`src/rtl/cla_addsub.sv`:
```
module cla_addsub #(
  parameter int W  = 16,
  parameter int GW = 4
) (
  input  logic [W-1:0] a_in,
  input  logic [W-1:0] b_in,
  input  logic         sub_en,
  output logic [W-1:0] sum_out,
  output logic         carry_out,
  output logic         ovf_out
);
  localparam int NG = W / GW;

  logic [W-1:0]  b_eff, bit_g, bit_p, bit_cin;
  logic [NG-1:0] grp_g, grp_p, grp_cin;
  logic [NG:1]   lv2_c;

  assign b_eff = b_in ^ {W{sub_en}};
  assign bit_g = a_in & b_eff;
  assign bit_p = a_in ^ b_eff;

  for (genvar gi = 0; gi < NG; gi++) begin : g_slice
    logic [GW-1:0] sg, sp, lc;
    logic          gg, gp;
    assign sg = bit_g[gi*GW +: GW];
    assign sp = bit_p[gi*GW +: GW];

    always_comb begin
      for (int k = 0; k < GW; k++) begin
        logic pc, t;
        pc = grp_cin[gi];
        for (int j = 0; j < k; j++) pc = pc & sp[j];
        lc[k] = pc;
        for (int j = 0; j < k; j++) begin
          t = sg[j];
          for (int m = j + 1; m < k; m++) t = t & sp[m];
          lc[k] = lc[k] | t;
        end
      end
      gg = 1'b0;
      gp = 1'b1;
      for (int j = 0; j < GW; j++) begin
        logic t;
        t = sg[j];
        for (int m = j + 1; m < GW; m++) t = t & sp[m];
        gg = gg | t;
        gp = gp & sp[j];
      end
    end

    assign bit_cin[gi*GW +: GW] = lc;
    assign grp_g[gi] = gg;
    assign grp_p[gi] = gp;
  end

  always_comb begin
    for (int k = 1; k <= NG; k++) begin
      logic pc, t;
      pc = sub_en;
      for (int j = 0; j < k; j++) pc = pc & grp_p[j];
      lv2_c[k] = pc;
      for (int j = 0; j < k; j++) begin
        t = grp_g[j];
        for (int m = j + 1; m < k; m++) t = t & grp_p[m];
        lv2_c[k] = lv2_c[k] | t;
      end
    end
  end

  assign grp_cin   = {lv2_c[NG-1:1], sub_en};
  assign sum_out   = bit_p ^ bit_cin;
  assign carry_out = lv2_c[NG];
  assign ovf_out   = bit_cin[W-1] ^ lv2_c[NG];
endmodule

```
`config.mk`:
```
export PLATFORM = sky130hd
export DESIGN_NAME = cla_addsub
export DESIGN_NICKNAME = d
export VERILOG_FILES = /design/src/rtl/cla_addsub.sv
export SDC_FILE = /design/constraint.sdc
export NUM_CORES = 1
export LEC_CHECK = 0
export BUFFER_PORTS_ARGS = -buffer_cell sky130_fd_sc_hd__buf_2
export CAP_MARGIN = 5
export CORE_MARGIN = 2
export CORE_UTILIZATION = 47
export DETAILED_ROUTE_END_ITERATION = 8
export PLACE_DENSITY = 0.95
export SLEW_MARGIN = 15
export SYNTH_ARGS = -nofsm -noshare
export SYNTH_HDL_FRONTEND = slang
export SYNTH_SLANG_ARGS = --single-unit
```
`constraint.sdc`:
```
create_clock -name vclk -period 3.2
set_clock_uncertainty 0.2 [all_clocks]
set_input_delay 0.16 -clock vclk [all_inputs]
set_output_delay 0.16 -clock vclk [all_outputs]
set_load 0.01 [all_outputs]
```
==> impl_metrics.toml <==
[hold_path]
hold_path_class = "input pin to output pin"

[floorplanning]
core_mm2 = 0.001745
die_height_um = 47.29
initial_core_util_pct = 50.47
die_x_um = 47.29
dieArea_mm2 = 0.002236
ioPinCount = 51
core.rowCount = 15

[sta]
fin_setup_tns_ps = 0
period_share_pct = 93.20
setup_violations = 0
slew_headroom_pct = 72.99
min_period_ps = 2983
max_freq_mhz = 335.3
worst_pin_slew_ps = 402.7
rsz0062_at_grt = "no"
worst_slack_ps = 217.5
report.final.slew_viol_count = 0
hold_viol = 0

[drt]
detail_route.wl_per_cell_um = 11.59
drtPass1Iterations = 5
drc = 0
drtAntennaViolNets = 0
routed_wirelength_mm = 2.155
viasPerCell = 5.000
vias = 930
drtIter0Drc = 5

[final_layout]
finalNonFillerCells = 186
diodes = 0
areaGrowthSynthToFinish_pct = 33.52
stdcell_area_mm2 = 0.001176
clockBufferCount = 0
seq_area_um2 = 0
drive_above_1_share_pct = 37.27
final_cell_mix = "buf_2, ha_1, xor2_1"
fin_nets = 219
nFlopsAndLatches = 0
final_common_cell = "buf_2"

[placed_design]
pre_cts_ws_ps = 112.8
gp_congestion = 0.8556
placed_area_mm2 = 0.001159
dp_hpwl_mm = 1.910
port_buffers = 51
post-place-cells = 184

[global_route]
antenna_found_initial = 0
grt_max_degree = 16
grt_overflow = 0
grt_first_pass_wirelength_mm = 3.470
first_global_vias = 883
track_usage_pct = 20.43

[setup_path]
worstPathMaxFanout = 15
crit_slowest_cell = "ha_1"
endpoint_kind = "output pin"
startpoint_type = "input pin"
cp_cell_sequence = "buf_4 -> xor2_1 -> ha_1 -> a41oi_2 -> o21ai_2 -> a21oi_4 -> o21ai_2 -> inv_2 -> o21ai_1 -> ha_1 -> o21a_1 -> o21ai_0 -> nand2b_1 -> xor2_1 -> buf_2"
crit_arrival_ps = 2620
critical_path_class = "input pin to output pin"
slowest_delay_ps = 360
critical-path-top-delay-family = "compound AO/OA/AOI/OAI gates"
worst-path-buf-inv = 3
cp.required_ps = 2840

[pwr]
power.share.clock_pct = 0
power_density_mw_per_mm2 = 308.5
ir_drop_mv = 0.1434
p_int_uw = 167.2
p_sw_share_pct = 53.93
switchingPower_uw = 195.6
p_seq_share_pct = 0
leakagePower_nw = 0.6411
p_comb_share_pct = 100.0

[synthesis]
synth_cell_types = 24
synthCells = 109
syn_area_um2 = 880.8
yosysSeqAreaShare_pct = 0
synth_nets = 165
yosysWarnings = 0
syn_avg_cell_area_um2 = 8.081

[run_status]
status = "finished clean"

[job]
maxCapViolations = 0

[clock_tree]
holdBufCountCts = 0
## final cells by class
type               count  area, um2
fillers              146      569.3
inverters             12      45.04
multi-input cells     95      819.5
well taps             25      31.28
repair buffers        54      280.3
## metrics by stage
stage	power, mW	utilization, %	hold slack, ps
floorplan	0.2353	-	270.7
global placement	0.3402	66.38	548.8
detailed placement	0.3561	66.38	544.2
CTS	0.3579	66.38	544.7
global route	0.4046	67.38	582.2
finish	0.3628	67.38	531.4
## logic make-up after synthesis
group | synth area share, %
AND/OR/NAND/NOR | 11.36
buffers and inverters | 6.959
adder cells (fa/ha/maj) | 35.23
XOR/XNOR | 25.85
AO/OA/AOI/OAI | 19.46
multiplexers | 1.136
## per-layer routing
| metal | track usage, % | up-vias | part of all wire, % |
|---|---|---|---|
| met5 | 0 | - | 0 |
| met4 | 1.111 | 0 | 0 |
| met3 | 0.7692 | 0 | 5.5 |
| met2 | 41.89 | 34 | 52 |
| met1 | 23.76 | 419 | 42 |
| li1 | - | 477 | - |
## worst paths after layout
path | from | slack (ps) | cells after the start | to
worst max-delay path | sub_en | 220 | 15 | sum_out[15]
worst min-delay path | a_in[0] | 530 | 4 | sum_out[1]
## power by group through the flow
stage / clock (mW) / sequential [mW] / combinational (mW)
floorplan: 0 / 0 / 0.235
global placement: 0 / 0 / 0.340
detailed placement: 0 / 0 / 0.356
CTS: 0 / 0 / 0.358
global route: 0 / 0 / 0.405
finish: 0 / 0 / 0.363
## cells in the mapped netlist
| library cell | count | area (um2) |
|---|---|---|
| o21a_1 | 7 | 52.55 |
| o21ai_0 | 2 | 10.01 |
| nand2b_1 | 1 | 6.260 |
| fa_1 | 3 | 60.06 |
| nand4_1 | 3 | 18.77 |
| a211o_1 | 1 | 8.760 |
| o21ai_2 | 2 | 17.52 |
| a211oi_2 | 1 | 12.51 |
| a21oi_1 | 5 | 25.02 |
| buf_2 | 1 | 5.000 |
| xnor2_1 | 8 | 70.07 |
| o21ai_1 | 1 | 5.000 |
| xor2_1 | 18 | 157.7 |
| a41oi_2 | 1 | 16.27 |
| nand2_1 | 3 | 11.26 |
| inv_2 | 1 | 3.750 |
| buf_6 | 1 | 11.26 |
| a21oi_4 | 1 | 16.27 |
| a211oi_1 | 1 | 7.510 |
| nor2_1 | 13 | 48.80 |
| mux2i_1 | 1 | 10.01 |
| ha_1 | 20 | 250.2 |
| nor3_1 | 3 | 15.01 |
| inv_1 | 11 | 41.29 |
## what timing repair did
action	4_1_cts	5_1_grt
setup endpoints to repair	0	2
resized for setup	0	2
buffers inserted	0	2
No activity file was read; power rests on OpenSTA's default activity.
